**src/rtl/resp_ring_pkg.sv**
```systemverilog
package resp_ring_pkg;
  localparam int unsigned WORD_W   = 32;
  localparam int unsigned ADDR_W   = 4;   // codec address field width in word 1
  localparam int unsigned EVT_BIT  = 4;   // unsolicited marker position in word 1

  // word 1 (extended) sits in the upper half, word 0 (response) in the lower
  typedef struct packed {
    logic [WORD_W-1:0] ext;
    logic [WORD_W-1:0] resp;
  } ring_entry_t;

  typedef enum logic [1:0] {
    FS_IDLE,
    FS_FETCH,
    FS_WAIT,
    FS_DISP
  } fetch_state_e;

  typedef enum logic [1:0] {
    K_SOLICIT,
    K_EVENT,
    K_BADADDR
  } entry_kind_e;
endpackage

```
**src/rtl/resp_ring_fetch.sv**
```systemverilog
module resp_ring_fetch
  import resp_ring_pkg::*;
#(
  parameter  int unsigned RING_DEPTH = 256,   // power of two
  parameter  int unsigned WP_W       = 16,
  localparam int unsigned PTR_W      = $clog2(RING_DEPTH)
) (
  input  logic             clk,
  input  logic             rst_n,
  input  logic [WP_W-1:0]  prod_wp,
  input  logic [63:0]      rd_data,
  input  logic             disp_done,
  output logic             rd_en,
  output logic [PTR_W-1:0] rd_idx,
  output logic [PTR_W-1:0] rp_o,
  output logic             ent_valid,
  output ring_entry_t      ent
);
  localparam logic [WP_W-1:0] WP_OFF = '1;

  fetch_state_e     st;
  logic [PTR_W-1:0] rp;
  logic [PTR_W-1:0] wp_snap;
  logic [PTR_W-1:0] wp_lo;
  logic             wp_live;
  logic             go;

  assign wp_lo   = prod_wp[PTR_W-1:0];
  assign wp_live = (prod_wp != WP_OFF);
  assign go      = wp_live && (wp_lo != rp);

  always_ff @(posedge clk) begin
    if (!rst_n) begin
      st      <= FS_IDLE;
      rp      <= '0;
      wp_snap <= '0;
      ent     <= '0;
    end else begin
      unique case (st)
        FS_IDLE: begin
          if (go) begin
            wp_snap <= wp_lo;
            st      <= FS_FETCH;
          end
        end
        FS_FETCH: begin
          rp <= rp + 1'b1;
          st <= FS_WAIT;
        end
        FS_WAIT: begin
          ent <= ring_entry_t'(rd_data);
          st  <= FS_DISP;
        end
        FS_DISP: begin
          if (disp_done) st <= (rp == wp_snap) ? FS_IDLE : FS_FETCH;
        end
        default: st <= FS_IDLE;
      endcase
    end
  end

  assign rd_en     = (st == FS_FETCH);
  assign rd_idx    = rp + 1'b1;
  assign rp_o      = rp;
  assign ent_valid = (st == FS_DISP);

  // a powered-down producer pointer never starts a read
  assert_no_read_when_off_R4: assert property (@(posedge clk) disable iff (!rst_n)
    (st == FS_IDLE && prod_wp == WP_OFF) |=> !rd_en);

  // one entry in flight at a time
  assert_single_read_R3: assert property (@(posedge clk) disable iff (!rst_n)
    rd_en |=> !rd_en);
endmodule

```
**src/rtl/resp_entry_decode.sv**
```systemverilog
module resp_entry_decode
  import resp_ring_pkg::*;
#(
  parameter int unsigned NUM_CODECS = 4
) (
  input  ring_entry_t           ent,
  output entry_kind_e           kind,
  output logic [NUM_CODECS-1:0] sel
);
  localparam logic [ADDR_W:0] ADDR_LIM = (ADDR_W+1)'(NUM_CODECS);

  logic [ADDR_W-1:0] addr;
  assign addr = ent.ext[ADDR_W-1:0];

  always_comb begin
    if ({1'b0, addr} >= ADDR_LIM)  kind = K_BADADDR;
    else if (ent.ext[EVT_BIT])     kind = K_EVENT;
    else                           kind = K_SOLICIT;
  end

  for (genvar g = 0; g < NUM_CODECS; g++) begin : g_sel
    assign sel[g] = (addr == ADDR_W'(g));
  end
endmodule

```
**src/rtl/codec_pend_slot.sv**
```systemverilog
module codec_pend_slot #(
  parameter int unsigned CNT_W  = 8,
  parameter int unsigned DATA_W = 32
) (
  input  logic              clk,
  input  logic              rst_n,
  input  logic              issue,
  input  logic              accept,
  input  logic [DATA_W-1:0] resp_in,
  output logic              count_zero,
  output logic              done,
  output logic [DATA_W-1:0] resp_q
);
  localparam logic [CNT_W-1:0] CNT_MAX = '1;

  logic [CNT_W-1:0] count;

  always_ff @(posedge clk) begin
    if (!rst_n) begin
      count  <= '0;
      done   <= 1'b0;
      resp_q <= '0;
    end else begin
      if (accept && !issue)
        count <= count - 1'b1;
      else if (issue && !accept && count != CNT_MAX)
        count <= count + 1'b1;
      done <= accept && !issue && (count == CNT_W'(1));
      if (accept) resp_q <= resp_in;
    end
  end

  assign count_zero = (count == '0);

  // saturation holds the counter at its ceiling
  assert_sat_hold_R2: assert property (@(posedge clk) disable iff (!rst_n)
    (count == CNT_MAX && issue && !accept) |=> count == CNT_MAX);

  // the dispatcher only accepts for a codec with outstanding commands
  assert_accept_nonzero_R7: assert property (@(posedge clk) disable iff (!rst_n)
    accept |-> count != '0);

  // completion leaves the slot idle
  assert_done_idle_R8: assert property (@(posedge clk) disable iff (!rst_n)
    done |-> count_zero);
endmodule

```
**src/rtl/resp_ring_dispatch.sv**
```systemverilog
module resp_ring_dispatch
  import resp_ring_pkg::*;
#(
  parameter  int unsigned NUM_CODECS = 4,
  parameter  int unsigned RING_DEPTH = 256,
  parameter  int unsigned CNT_W      = 8,
  parameter  int unsigned WP_W       = 16,
  localparam int unsigned PTR_W      = $clog2(RING_DEPTH)
) (
  input  logic                         clk,
  input  logic                         rst_n,
  input  logic [WP_W-1:0]              prod_wp,
  output logic                         ring_rd_en,
  output logic [PTR_W-1:0]             ring_rd_idx,
  input  logic [2*WORD_W-1:0]          ring_rd_data,
  input  logic [NUM_CODECS-1:0]        cmd_issue,
  output logic [NUM_CODECS-1:0]        codec_idle,
  output logic [NUM_CODECS-1:0]        codec_done,
  output logic [NUM_CODECS*WORD_W-1:0] codec_resp,
  output logic                         evt_valid,
  input  logic                         evt_ready,
  output logic [WORD_W-1:0]            evt_resp,
  output logic [WORD_W-1:0]            evt_ext,
  output logic                         resp_irq,
  output logic                         err_spurious,
  output logic                         err_fatal,
  output logic [PTR_W-1:0]             cons_rp
);
  ring_entry_t           ent;
  logic                  ent_valid;
  logic                  disp_done;
  entry_kind_e           kind;
  logic [NUM_CODECS-1:0] sel;
  logic [NUM_CODECS-1:0] accept;
  logic                  pend_hit;
  logic                  irq_q, spur_q, fatal_q;

  resp_ring_fetch #(
    .RING_DEPTH (RING_DEPTH),
    .WP_W       (WP_W)
  ) u_fetch (
    .clk       (clk),
    .rst_n     (rst_n),
    .prod_wp   (prod_wp),
    .rd_data   (ring_rd_data),
    .disp_done (disp_done),
    .rd_en     (ring_rd_en),
    .rd_idx    (ring_rd_idx),
    .rp_o      (cons_rp),
    .ent_valid (ent_valid),
    .ent       (ent)
  );

  resp_entry_decode #(
    .NUM_CODECS (NUM_CODECS)
  ) u_decode (
    .ent  (ent),
    .kind (kind),
    .sel  (sel)
  );

  // an event waits for the stream; everything else retires in one cycle
  assign evt_valid = ent_valid && (kind == K_EVENT);
  assign evt_resp  = ent.resp;
  assign evt_ext   = ent.ext;
  assign disp_done = ent_valid && ((kind != K_EVENT) || evt_ready);
  assign pend_hit  = |(sel & ~codec_idle);

  for (genvar g = 0; g < NUM_CODECS; g++) begin : g_slot
    assign accept[g] = disp_done && (kind == K_SOLICIT) && sel[g] && !codec_idle[g];

    codec_pend_slot #(
      .CNT_W  (CNT_W),
      .DATA_W (WORD_W)
    ) u_slot (
      .clk        (clk),
      .rst_n      (rst_n),
      .issue      (cmd_issue[g]),
      .accept     (accept[g]),
      .resp_in    (ent.resp),
      .count_zero (codec_idle[g]),
      .done       (codec_done[g]),
      .resp_q     (codec_resp[g*WORD_W +: WORD_W])
    );
  end

  always_ff @(posedge clk) begin
    if (!rst_n) begin
      irq_q   <= 1'b0;
      spur_q  <= 1'b0;
      fatal_q <= 1'b0;
    end else begin
      irq_q   <= disp_done;
      spur_q  <= disp_done && (kind == K_SOLICIT) && !pend_hit;
      fatal_q <= disp_done && (kind == K_BADADDR);
    end
  end

  assign resp_irq     = irq_q;
  assign err_spurious = spur_q;
  assign err_fatal    = fatal_q;

  // a stalled event keeps its payload
  assert_evt_hold_R6: assert property (@(posedge clk) disable iff (!rst_n)
    (evt_valid && !evt_ready) |=> (evt_valid && $stable(evt_resp) && $stable(evt_ext)));

  // error flags only accompany a consumed entry
  assert_err_with_irq_R11: assert property (@(posedge clk) disable iff (!rst_n)
    (err_spurious || err_fatal) |-> resp_irq);

  // completion only accompanies a consumed entry
  assert_done_with_irq_R8: assert property (@(posedge clk) disable iff (!rst_n)
    (|codec_done) |-> resp_irq);

  // an entry is never both spurious and fatal
  assert_err_exclusive_R9: assert property (@(posedge clk) disable iff (!rst_n)
    $onehot0({err_spurious, err_fatal}));
endmodule

```
**config.mk**
```make
export PLATFORM = sky130hd
export DESIGN_NAME = resp_ring_dispatch
export DESIGN_NICKNAME = d
export VERILOG_FILES = /design/src/rtl/resp_ring_pkg.sv /design/src/rtl/resp_ring_fetch.sv /design/src/rtl/resp_entry_decode.sv /design/src/rtl/codec_pend_slot.sv /design/src/rtl/resp_ring_dispatch.sv
export SDC_FILE = /design/constraint.sdc
export NUM_CORES = 1
export LEC_CHECK = 0
export BUFFER_PORTS_ARGS = -buffer_cell sky130_fd_sc_hd__buf_2
export CORE_ASPECT_RATIO = 0.75
export CORE_MARGIN = 5
export CORE_UTILIZATION = 54
export CTS_BUF_LIST = sky130_fd_sc_hd__clkbuf_8
export CTS_CLUSTER_DIAMETER = 80
export DETAILED_ROUTE_END_ITERATION = 8
export PLACE_DENSITY = 0.83
export SLEW_MARGIN = 20
export SYNTH_ARGS = -nofsm -noshare
export SYNTH_HDL_FRONTEND = slang
export SYNTH_SLANG_ARGS = --single-unit
```
**constraint.sdc**
```tcl
create_clock -name clk -period 3.05 [get_ports clk]
set_clock_uncertainty 0.2 [all_clocks]
set_input_delay 0 -clock clk [delete_from_list [all_inputs] [get_ports clk]]
set_output_delay 0 -clock clk [all_outputs]
set_load 0.02 [all_outputs]
```
Word level (Yosys, flattened, before mapping)
Cells that the tools add are included.
{"block": "totals", "ff_bits": 249, "inputBits": 87, "output_inout_bits": 221, "wordCells": 126}
{"block": "classes", "addsub": 9, "order_cmp": 1, "n_eq_ne": 22, "n_mux": 14, "bitwise": 2, "reduce_logical": 58}
{"operator": "two-way mux 8 bit", "count": 8}
{"operator": "adder 8 x 1 -> 8 bit (second input constant)", "count": 5}
{"operator": "equality test 8 x 1 -> 1 bit (second input constant)", "count": 4}
{"operator": "logical NOT 8 bit", "count": 4}
{"operator": "!= test 8 bit (second input constant)", "count": 4}
{"operator": "subtractor 8 x 1 -> 8 bit (second input constant)", "count": 4}
{"operator": "logical AND 1 bit", "count": 30}
{"operator": "!= test 16 bit (second input constant)", "count": 1}
{"operator": "logical NOT 1 bit", "count": 13}
{"operator": "equality test 4 x 2 -> 1 bit (second input constant)", "count": 2}
{"operator": "equality test 8 bit", "count": 1}
{"operator": "!= test 8 bit", "count": 1}
{"operator": "one-hot mux 2 bit (4 select lines)", "count": 1}
{"operator": "nonzero test 2 bit", "count": 4}
{"operator": "equality test 2 bit (second input constant)", "count": 3}
{"operator": "two-way mux 2 bit", "count": 3}
{"operator": "!= test 2 x 1 -> 1 bit (second input constant)", "count": 3}
{"operator": "AND 4 bit", "count": 1}
{"operator": "equality test 2 x 1 -> 1 bit (second input constant)", "count": 2}
{"operator": "equality test 4 x 1 -> 1 bit (second input constant)", "count": 1}
{"operator": ">= comparator 4 x 3 -> 1 bit (second input constant)", "count": 1}
{"operator": "logical NOT 2 bit", "count": 2}
{"operator": "logical NOT 4 bit", "count": 1}
{"operator": "inverter 4 bit", "count": 1}
{"operator": "4 further kinds", "count": 6}

Depth between registers and ports, before layout
Gate-level depths: netlist (run 1).
{"block": "logic_depth", "word_depth": 13, "ltp_mapped": 9, "ltp_nobuf": 8}

Cells and area by module
A second synthesis (run 1) with hierarchy kept.
{"block": "unflattened", "hier_cells": 1085, "hier_area_um2": 11249.5}
{"module": "codec_pend_slot", "n_inst": 4, "cells_per_inst": 182, "area_each_um2": 1874.3, "seq_area_each_um2": 820.8}
{"module": "resp_ring_fetch", "n_inst": 1, "cells_per_inst": 329, "area_each_um2": 3535.9, "seq_area_each_um2": 1641.6}
{"module": "resp_ring_dispatch", "n_inst": 1, "cells_per_inst": 22, "area_each_um2": 166.4, "seq_area_each_um2": 60.1}
{"module": "resp_entry_decode", "n_inst": 1, "cells_per_inst": 6, "area_each_um2": 50.0, "seq_area_each_um2": 0.0}

Least setup slack after synthesis (run 1)
No wires, ideal clock.
{"block": "synth_path", "kind": "register to register", "startpoint": "register u_fetch.st[1]", "endpoint": "register g_slot[1].u_slot.count[1]", "setup_ns": 0.127, "arrival_time_ns": 2.080, "required_ns": 2.723, "slack_ns": 0.643, "path_stages_with_launch": 8, "path_buffers": 1, "synth_period_minus_slack_ns": 2.407, "cell_sequence": "dfxtp_1 > ha_1 > or4b_1 > buf_2 > or3_4 > nor2_4 > a221oi_1 > or3_1"}
{"block": "synth_via", "elab_chain_cells": 9, "elab_cells_between_ends": 11, "cone_classes": "eq/ne: 1; mux: 1; reduce/logical: 9"}
{"item": "start, declared", "line_no": "resp_ring_fetch.sv:21", "rtl": "fetch_state_e st;"}
{"item": "start signal, assigned", "line_no": "resp_ring_fetch.sv:55", "rtl": "if (disp_done) st <= (rp == wp_snap) ? FS_IDLE : FS_FETCH;"}
{"item": "equality test 2 bit *", "line_no": "resp_ring_fetch.sv:65", "rtl": "assign ent_valid = (st == FS_DISP);"}
{"item": "logical AND 1 bit *", "line_no": "resp_ring_dispatch.sv:66", "rtl": "assign disp_done = ent_valid && ((kind != K_EVENT) || evt_ready);"}
{"item": "logical AND 1 bit * (3 in a row)", "line_no": "resp_ring_dispatch.sv:70", "rtl": "assign accept[g] = disp_done && (kind == K_SOLICIT) && sel[g] && !codec_idle[g];"}
{"item": "logical NOT 1 bit", "line_no": "codec_pend_slot.sv:26", "rtl": "else if (issue && !accept && count != CNT_MAX)"}
{"item": "logical AND 1 bit (2 in a row)", "line_no": "codec_pend_slot.sv:26"}
{"item": "nonzero test 2 bit (no line)"}
{"item": "end signal, assigned", "line_no": "codec_pend_slot.sv:25", "rtl": "count <= count - 1'b1;"}
{"item": "end signal, assigned", "line_no": "codec_pend_slot.sv:27", "rtl": "count <= count + 1'b1;"}
{"item": "end, declared", "line_no": "codec_pend_slot.sv:16", "rtl": "logic [CNT_W-1:0] count;"}
Mark *: on every way between the ends. The rest lies on a longest branch, timed or not.
A chain may end at the register's enable or synchronous reset.

Final worst setup path (run 1)
{"block": "layout_path", "startpoint": "register u_fetch.st[1]", "endpoint": "register g_slot[0].u_slot.resp_q[6]"}
{"block": "layout_via", "elab_chain_cells": 5}
{"item": "equality test 2 bit", "line_no": "resp_ring_fetch.sv:65"}
{"item": "logical AND 1 bit", "line_no": "resp_ring_dispatch.sv:66"}
{"item": "logical AND 1 bit (3 in a row)", "line_no": "resp_ring_dispatch.sv:70"}
{"item": "end signal, assigned", "line_no": "codec_pend_slot.sv:29", "rtl": "if (accept) resp_q <= resp_in;"}
{"item": "end, declared", "line_no": "codec_pend_slot.sv:12", "rtl": "output logic [DATA_W-1:0] resp_q"}
No other way between the ends.

==> results of run 1 <==
[repair_timing]
item,in CTS,in global routing
setup endpoints to repair,0,0
hold endpoints to repair,114,0
hold buffers,84,0
[state kept, by name (all words and copies together), names as in the netlist]
name	flops
err_fatal	1
g_slot.u_slot.resp_q	128
u_fetch.ent	64
resp_irq	1
u_fetch.st	2
g_slot.u_slot.done	4
err_spurious	1
u_fetch.rp_o	8
g_slot.u_slot.count	32
u_fetch.wp_snap	8
[cells in the final DEF, fill, tap and decap left out, types with 12 or more instances in the layout]
cell           netlist  routed
nor2_1             103     102
dfxtp_1            249     249
nand2b_1            12      12
xor2_1              25      25
nand4_1             15      15
clkbuf_8             0      52
ha_1                21      20
o21ai_0             15      15
nor4_1              13      13
dlygate4sd3_1        0      84
nor3_1              27      26
buf_2                9     307
nand3_1             19      19
a21oi_1            142     142
mux2i_1             89      89
buf_4               13      16
nand2_1            287     287
inv_1               22      33
[worst max path at each step]
stage | from | end | slack, ps | depth (start not counted)
2_1_floorplan | u_fetch.st[1] | g_slot[1].u_slot.count[1] | 640 | 7
6_report | u_fetch.st[1] | g_slot[0].u_slot.resp_q[6] | 250 | 7
3_3_place_gp | u_fetch.st[1] | g_slot[0].u_slot.resp_q[31] | 370 | 7
4_1_cts | u_fetch.st[1] | g_slot[0].u_slot.resp_q[6] | 250 | 7
5_1_grt | u_fetch.st[1] | g_slot[0].u_slot.resp_q[8] | 80 | 7
3_5_place_dp | u_fetch.st[1] | g_slot[0].u_slot.resp_q[6] | 280 | 7
[tightest hold or removal path, delay by kind of cell]
| family | cells | cell delay [ps] |
|---|---|---|
| simple gates | 1 | 80 |
| buf+inv | 2 | 600 |
| mux | 1 | 50 |
[area by class of cell]
| cell class | instances | area (um2) |
|---|---|---|
| multi-input combinational | 881 | 5090 |
| clock inverter | 15 | 67.6 |
| antenna | 1 | 2.50 |
| tap | 253 | 317 |
| timing repair buffer | 411 | 2580 |
| inverter | 24 | 95.1 |
| clock buffer | 52 | 716 |
| sequential | 249 | 4980 |
| fill | 1442 | 5420 |
[power by group]
group / leakage, uW / switching, uW / internal, uW / total (uW)
combinational: 0.00364 / 1240 / 837 / 2080
clock: 0.000445 / 1300 / 1520 / 2820
sequential: 0.00201 / 348 / 3510 / 3850
total: 0.00610 / 2890 / 5860 / 8760
[kinds of logic (layout without fill, tap and decap cells)]
group,after synthesis,after routing,synth area share [%]
compound gates,199,199,10.8
fa+ha+maj,21,21,2.50
mux,91,91,8.80
xor+xnor,33,33,2.75
buf+inv,111,502,4.54
simple gates,537,537,23.2
other cells,0,1,0
flops,249,249,47.4
[metrics by stage]
| step | instances | utilization [%] | setup WS, ps |
|---|---|---|---|
| after CTS | 1885 | 71.9 | 250 |
| after global routing | 1886 | 71.9 | 82.7 |
| final | 1886 | 71.9 | 247 |
| after global placement | 1734 | 63.4 | 373 |
| after floorplan | 1241 | - | 643 |
| after detailed placement | 1734 | 63.4 | 279 |
[layer usage]
metal  track usage, %  wire length (um)  vias to the layer above
met5                0                 0                        -
met4             11.0              1040                        0
met3             8.21              3170                       85
met2             48.2             16300                      518
met1             37.4             13800                     4876
li1                 -                 -                     4929
==> run_results.csv, run 1 <==
group,metric,value,unit
setup_path,crit_path_max_fanout,11,
placement,numPortBuffers,307,
placement,dp_hpwl,21.7,mm
logic_synthesis,synth_area_leader_cell,"dfxtp_1",
logic_synthesis,ys_warn_count,0,
routing,routed_wl,34.3,mm
setup_path,crit_path_end_kind,"flip-flop",
floorplanning,fp.dieArea,0.0224,mm2
cells_and_area,num-nets-final,1714,
logic_synthesis,syn_inst,1241,
clock_network,cts_setup_buffers,0,
setup_path,crit_family,"simple AND/OR/NAND/NOR gates",
grt,antenna_found_initial,1,
cells_and_area,drive_gt1_share,24.6,%
job,drv_cap,0,
cells_and_area,design_area,0.0138,mm2
power_and_ir_drop,p_leak,0.00610,uW
min_path,worstHoldStart,"ring_rd_data[14]",
logic_synthesis,synthTopCellsByArea,"dfxtp_1, nand2_1, mux2i_1",
floorplanning,std_cell_rows,44,
sta,period_needed,2800,ps
logic_synthesis,synthFlopType,"dfxtp_1",
logic_synthesis,synth_top_area_share,47.4,%
routing,first_pass_iters,6,
setup_path,crit_buf_inv,1,
routing,drtIter0Drc,1002,
clock_network,root_buffer,"clkbuf_8",
sta,max_slew_margin,42.0,%
clock_network,htreeDepth,2,
grt,grt_pass1_wl,53.3,mm
floorplanning,core_area,0.0193,mm2
sta,grt_setup_unrepaired,"no",
routing,ant_nets,0,
min_path,min_path_type,"primary input to flip-flop",
routing,routedWlPerCell,18.2,um
clock_network,clock-sinks,249,
power_and_ir_drop,p_per_area,632,mW/mm2
setup_path,crit_chain,"ha_1, or4b_1, or3_1, nor2_4, buf_4, nand2_1, a21oi_1",
clock_network,clk_latency,520,ps
sta,setup-tns-final,0,ps
grt,grt-ovfl-total,0,
cells_and_area,synthToLayoutAreaGrowth,31.8,%
setup_path,worstPathRequired,3300,ps
sta,worst_pin_slew,869,ps
setup_path,timing.rr.end,"g_slot[0].u_slot.resp_q[6]",
logic_synthesis,ys_top_cells_by_count,"nand2_1, dfxtp_1, a21oi_1, nor2_1, mux2i_1",
placement,gp_congestion,0.911,
grt,grt_max_degree,62,
sta,finalCritPeriodShare,91.9,%
floorplanning,die_h,131,um
clock_network,cts_tree,"built",
sta,hold_ws,46.1,ps
floorplanning,initial_utilization,54.5,%
logic_synthesis,synth_cell_types,61,
sta,maxSlewViolCount,0,
setup_path,crit_arrival,3050,ps
floorplanning,die_x,171,um
setup_path,slowest_stage,"or4b_1",
sta,fmaxAchievable,357,MHz
clock_network,clock_path_buffers,3,
sta,hold_viol_final,0,
grt,grt_pass1_vias,10100,
status,status,"finished, final reports clean",
logic_synthesis,synth_seq_cells,249,
setup_path,critPathKind,"flip-flop to flip-flop",
placement,post_dp_cell_area,0.0122,mm2
logic_synthesis,synth-edff-count,0,
power_and_ir_drop,ir_drop,0.000515,V
logic_synthesis,yosysMostFrequentCell,"nand2_1",
power_and_ir_drop,power,8760,uW
logic_synthesis,synth_area_per_cell,8.47,um2
setup_path,reg2reg_slack,250,ps
grt,grt_use_total,29.4,%
routing,vias,10400,
clock_network,post_cts_resized,0,
floorplanning,io_pins,308,
logic_synthesis,netlist_area,0.0105,mm2
logic_synthesis,ys_seq_area_share,47.4,%
routing,vias_per_cell,5.52,
clock_network,clk_pin_slew,70,ps
clock_network,cts_buffers,39,
setup_path,start_kind,"flip-flop",
setup_path,rr_startpoint,"u_fetch.st[1]",
logic_synthesis,syn-num-nets,1349,
setup_path,worstRegToRegCells,7,
sta,setup-violations-final,0,
logic_synthesis,async_reset_ff_share,0,%
min_path,min_path_cells,4,
min_path,hold_end,"u_fetch.ent[14]",
setup_path,max_stage_delay,600,ps
routing,drc,0,
Power figures use the tool's default switching activity.
==> run 2: changes to the inputs <==
--- a/config.mk
+++ b/config.mk
@@ -12,6 +12,7 @@
 export CTS_BUF_LIST = sky130_fd_sc_hd__clkbuf_8
 export CTS_CLUSTER_DIAMETER = 80
 export DETAILED_ROUTE_END_ITERATION = 8
+export GPL_TIMING_DRIVEN = 0
 export PLACE_DENSITY = 0.83
 export SLEW_MARGIN = 20
 export SYNTH_ARGS = -nofsm -noshare
==> run 2 against run 1 <==
  * Via count grew 6.5%
  * Critical path depth grew 1
  * Worst hold slack improved by 18 ps
  * Die area unchanged
  * Largest power group unchanged
==> run_results.csv, run 2 (same netlist as run 1, synthesis figures left out) <==
group,metric,value,unit
power_and_ir_drop,ir_drop,0.000541,V
clock_network,clk_latency,520,ps
setup_path,rr_startpoint,"u_fetch.st[1]",
placement,numPortBuffers,305,
placement,gp_congestion,0.933,
min_path,min_path_type,"primary input to flip-flop",
cells_and_area,fill_cells,1426,
grt,antenna_found_initial,1,
sta,hold_viol_final,0,
clock_network,cts_buffers,40,
cells_and_area,synthToLayoutAreaGrowth,33.8,%
sta,setup-tns-final,0,ps
setup_path,reg2reg_slack,170,ps
floorplanning,core_area,0.0193,mm2
grt,grt_pass1_vias,10700,
routing,vias_per_cell,5.67,
sta,worst_pin_slew,900,ps
routing,drc,0,
cells_and_area,drive_gt1_share,23.9,%
sta,period_needed,2880,ps
grt,grt-ovfl-total,0,
sta,finalCritPeriodShare,94.3,%
routing,first_pass_iters,5,
setup_path,timing.rr.end,"g_slot[0].u_slot.resp_q[3]",
clock_network,htreeDepth,2,
setup_path,worstRegToRegCells,8,
cells_and_area,reg_top3,"g_slot.u_slot.resp_q x128, u_fetch.ent x64, g_slot.u_slot.count x32",
routing,routed_wl,37.2,mm
sta,fmaxAchievable,348,MHz
cells_and_area,num-nets-final,1780,
floorplanning,die_h,131,um
min_path,worstHoldStart,"ring_rd_data[6]",
sta,maxSlewViolCount,0,
setup_path,critPathKind,"flip-flop to flip-flop",
clock_network,clock_path_buffers,3,
routing,ant_nets,0,
clock_network,cts_tree,"built",
cells_and_area,fin_util,72.9,%
floorplanning,fp.dieArea,0.0224,mm2
power_and_ir_drop,p_leak,0.00622,uW
job,drv_cap,0,
min_path,hold_end,"u_fetch.ent[6]",
floorplanning,std_cell_rows,44,
cells_and_area,largest_reg_flops,128,
floorplanning,die_x,171,um
floorplanning,io_pins,308,
routing,routedWlPerCell,19.0,um
setup_path,crit_path_max_fanout,10,
setup_path,crit_arrival,3060,ps
grt,met2_usage,53.8,%
placement,dp_cells,1799,
sta,max_slew_margin,39.9,%
status,status,"finished, final reports clean",
routing,vias,11100,
setup_path,start_kind,"flip-flop",
grt,groute.layer.met3.usage,7.91,%
routing,drtIter0Drc,1226,
cells_and_area,fin_cells,1956,
setup_path,worstPathRequired,3230,ps
grt,grt_use_total,31.7,%
cells_and_area,largest-register,"g_slot.u_slot.resp_q",
clock_network,clock-sinks,249,
setup_path,crit_path_end_kind,"flip-flop",
grt,met1_usage,39.3,%
cells_and_area,final_cell_mix,"buf_2, nand2_1, dfxtp_1",
clock_network,clk_pin_slew,60,ps
min_path,min_path_cells,4,
clock_network,root_buffer,"clkbuf_8",
floorplanning,initial_utilization,54.5,%
power_and_ir_drop,power,8930,uW
grt,grt_most_used_layer,"met2",
power_and_ir_drop,p_per_area,635,mW/mm2
grt,grt_max_degree,11,
grt,grt_pass1_wl,56.8,mm
sta,setup-violations-final,0,
placement,dp_hpwl,24.5,mm
cells_and_area,layout_commonest_cell,"buf_2",
run 2: cell types whose count changed in the layout (fill, tap and decap cells not counted), moves of 3 or more:
cell,change
buf_1,+10
buf_12,-4
buf_2,+7
clkbuf_1,+52
clkbuf_2,+3
inv_1,+3
run 2: layout make-up:
class | instances | area (um2) | share of cell area, %
multi-input combinational | 881 | 5080 | 36.2
sequential | 249 | 4980 | 35.5
timing repair buffer | 389 | 2360 | 16.8
clock buffer | 52 | 716 | 5.09
buffer | 87 | 390 | 2.78
tap | 253 | 317 | 2.25
clock inverter | 20 | 111 | 0.792
inverter | 24 | 90.1 | 0.641
antenna | 1 | 2.50 | 0.0178
run 2: power breakdown:
| part | total (uW) | internal (uW) | switching, uW | leakage [uW] |
|---|---|---|---|---|
| Combinational | 2120 | 835 | 1290 | 0.00372 |
| Sequential | 3850 | 3510 | 347 | 0.00201 |
| Clock | 2950 | 1620 | 1340 | 0.000483 |
| Total | 8930 | 5960 | 2970 | 0.00622 |
run 2: worst max path at each step:
stage	start	endpoint	slack [ps]	depth (start not counted)
global placement	u_fetch.st[1]	g_slot[1].u_slot.resp_q[14]	-150	7
finish	u_fetch.st[1]	g_slot[0].u_slot.resp_q[3]	170	8
detailed placement	g_slot[2].u_slot.count[0]	g_slot[2].u_slot.resp_q[18]	-70	9
global route	g_slot[2].u_slot.count[0]	g_slot[2].u_slot.resp_q[9]	-10	9
floorplan	u_fetch.st[1]	g_slot[1].u_slot.count[1]	640	7
CTS	g_slot[2].u_slot.count[0]	g_slot[2].u_slot.resp_q[18]	80	9
run 2: timing repair:
item | in CTS | in global routing
hold buffers | 82 | 0
resized for setup | 2 | 10
buffers inserted | 0 | 2
hold endpoints to repair | 106 | 0
endpoints found under the setup margin | 18 | 42
run 2: routing by layer:
metal,part of all wire (%),vias up
li1,-,5075
met5,0,-
met1,40,5279
met4,3.5,0
met2,48,623
met3,9.3,106
run 2: worst max-delay path, stage by stage (launching register included):
cell and delay, ps:
dfxtp_1 400, ha_1 280, or4b_1 440, buf_2 190, nor3_4 320, nand2_1 300
clkbuf_1 360, nand2_1 170, a21oi_1 80
run 2: per-stage QoR:
stage / hold slack [ps] / area, um2 / setup slack (ps)
after CTS: 15.4 / 14000 / 78.1
after global routing: 61.0 / 14100 / -12.3
final: 64.1 / 14100 / 173
after floorplan: -52.8 / 10500 / 643
after global placement: 32.4 / 12300 / -149
after detailed placement: 42.0 / 12400 / -65.8
==> run 3: changes to the inputs <==
--- a/config.mk
+++ b/config.mk
@@ -13,7 +13,7 @@
 export CTS_CLUSTER_DIAMETER = 80
 export DETAILED_ROUTE_END_ITERATION = 8
 export GPL_TIMING_DRIVEN = 0
-export PLACE_DENSITY = 0.83
+export PLACE_DENSITY = 0.86
 export SLEW_MARGIN = 20
 export SYNTH_ARGS = -nofsm -noshare
 export SYNTH_HDL_FRONTEND = slang
==> run 3 against run 2 <==
  * Final cell count about the same
  * Die area unchanged
  * Total power up 0.62%
  * Routed wire length down 0.47%
  * Fmax down 0.23%
  * Critical path depth unchanged
  * Cell area about the same
  * First-iteration DRC count down 19%
  * Via count up 0.52%
==> run_results.csv, run 3 (same netlist as run 1, synthesis figures left out) <==
group,metric,value,unit
setup_path,crit_path_end_kind,"flip-flop",
grt,grt_max_degree,11,
job,drv_cap,0,
cells_and_area,num-nets-final,1779,
floorplanning,die_h,131,um
floorplanning,std_cell_rows,44,
clock_network,clk_latency,530,ps
sta,setup_slack,167,ps
grt,grt-ovfl-total,0,
setup_path,crit_arrival,3130,ps
setup_path,worstRegToRegCells,8,
cells_and_area,multi_input_area,0.00507,mm2
clock_network,cts_buffers,39,
grt,grt_pass1_vias,10800,
clock_network,cts_tree,"built",
sta,maxSlewViolCount,0,
power_and_ir_drop,p_per_area,639,mW/mm2
sta,period_needed,2880,ps
power_and_ir_drop,ir_drop,0.000446,V
floorplanning,initial_utilization,54.5,%
sta,setup-violations-final,0,
sta,max_slew_margin,42.6,%
cells_and_area,reg_top3,"g_slot.u_slot.resp_q x128, u_fetch.ent x64, g_slot.u_slot.count x32",
sta,worst_pin_slew,860,ps
power_and_ir_drop,power,8980,uW
clock_network,clock-sinks,249,
cells_and_area,fill_cells,1401,
setup_path,crit_family,"simple AND/OR/NAND/NOR gates",
routing,vias,11100,
cells_and_area,largest-register,"g_slot.u_slot.resp_q",
routing,first_pass_iters,5,
setup_path,crit_path_max_fanout,10,
routing,drtIter0Drc,997,
cells_and_area,fin_cells,1955,
setup_path,crit_chain,"ha_1, or4b_1, buf_2, or3_1, nor2_4, buf_4, nand2_1, a21oi_1",
power_and_ir_drop,p_leak,0.00622,uW
setup_path,max_stage_delay,450,ps
routing,vias_per_cell,5.70,
min_path,min_path_type,"primary input to flip-flop",
grt,grt_pass1_wl,57.0,mm
clock_network,clk_pin_slew,70,ps
cells_and_area,synthToLayoutAreaGrowth,33.8,%
status,status,"finished, final reports clean",
sta,hold_viol_final,0,
grt,antenna_found_initial,1,
cells_and_area,drive_gt1_share,23.9,%
setup_path,timing.rr.end,"g_slot[0].u_slot.resp_q[5]",
routing,routedWlPerCell,18.9,um
cells_and_area,design_area,0.0141,mm2
cells_and_area,layout_commonest_cell,"buf_2",
setup_path,start_kind,"flip-flop",
placement,dp_hpwl,24.6,mm
setup_path,slowest_stage,"or4b_1",
cells_and_area,final_cell_mix,"buf_2, nand2_1, dfxtp_1",
sta,fmaxAchievable,347,MHz
placement,dp_cells,1799,
placement,post_dp_cell_area,0.0124,mm2
cells_and_area,register_area,0.00498,mm2
clock_network,clock_path_buffers,3,
floorplanning,io_pins,308,
setup_path,rr_startpoint,"u_fetch.st[1]",
min_path,worstHoldStart,"ring_rd_data[41]",
routing,routed_wl,37.0,mm
sta,finalCritPeriodShare,94.5,%
floorplanning,die_x,171,um
sta,setup-tns-final,0,ps
min_path,hold_end,"u_fetch.ent[41]",
floorplanning,core_area,0.0193,mm2
routing,ant_nets,0,
setup_path,reg2reg_slack,170,ps
grt,grt_use_total,31.6,%
min_path,min_path_cells,4,
clock_network,htreeDepth,2,
placement,place_ws,-24.9,ps
setup_path,critPathKind,"flip-flop to flip-flop",
setup_path,crit_buf_inv,2,
clock_network,root_buffer,"clkbuf_8",
setup_path,worstPathRequired,3290,ps
floorplanning,fp.dieArea,0.0224,mm2
placement,numPortBuffers,305,
cells_and_area,largest_reg_flops,128,
placement,gp_congestion,0.904,
routing,drc,0,
[run 3: power breakdown]
part	internal [uW]	switching, uW	leakage (uW)
clock network	1670	1350	0.000477
registers	3510	341	0.00201
logic	834	1280	0.00373
total	6010	2970	0.00622
[run 3: worst max-delay path by stage]
stage | cells after the start | startpoint | slack, ps | endpoint
after floorplan | 7 | u_fetch.st[1] | 640 | g_slot[1].u_slot.count[1]
after global placement | 7 | u_fetch.st[1] | -140 | g_slot[1].u_slot.resp_q[13]
after detailed placement | 9 | g_slot[2].u_slot.count[0] | -20 | g_slot[2].u_slot.resp_q[18]
after CTS | 8 | u_fetch.st[1] | 20 | g_slot[0].u_slot.resp_q[15]
after global routing | 9 | g_slot[2].u_slot.count[0] | -4 | g_slot[2].u_slot.resp_q[1]
final | 8 | u_fetch.st[1] | 170 | g_slot[0].u_slot.resp_q[5]
[run 3: timing repair]
| action | CTS | global route |
|---|---|---|
| gates resized for setup | 1 | 12 |
| buffers inserted | 0 | 2 |
| setup endpoints to repair | 11 | 74 |
| hold buffers | 82 | 0 |
| hold endpoints to repair | 106 | 0 |
[run 3: tightest hold or removal path: cells and delay by family]
kind                   cells  cell delay [ps]
buffers and inverters      2              630
muxes                      1               50
and+or+nand+nor            1               70
[run 3: final cells by class]
cell class,instances,area share [%]
Inverter,24,0.641
Antenna cell,2,0.0356
Timing Repair Buffer,389,16.8
Multi-Input combinational cell,881,36.1
Buffer,87,2.79
Clock buffer,51,4.99
Sequential cell,249,35.5
Tap cell,253,2.25
Clock inverter,19,0.961
[run 3: through the flow]
step | utilization, % | hold slack, ps
after CTS | 72.7 | 21.7
after floorplan | - | -52.8
after global routing | 73.0 | 49.3
after detailed placement | 64.1 | 43.2
final | 73.0 | 57.8
after global placement | 64.1 | 32.8
[run 3: routing by layer]
metal,routed length (um),track usage [%],vias to the layer above,share of wire (%)
met3,3430,7.79,148,9.3
li1,-,-,5079,-
met4,1770,14.2,0,4.8
met5,0,0,-,0
met2,17400,52.5,630,47
met1,14400,39.4,5284,39
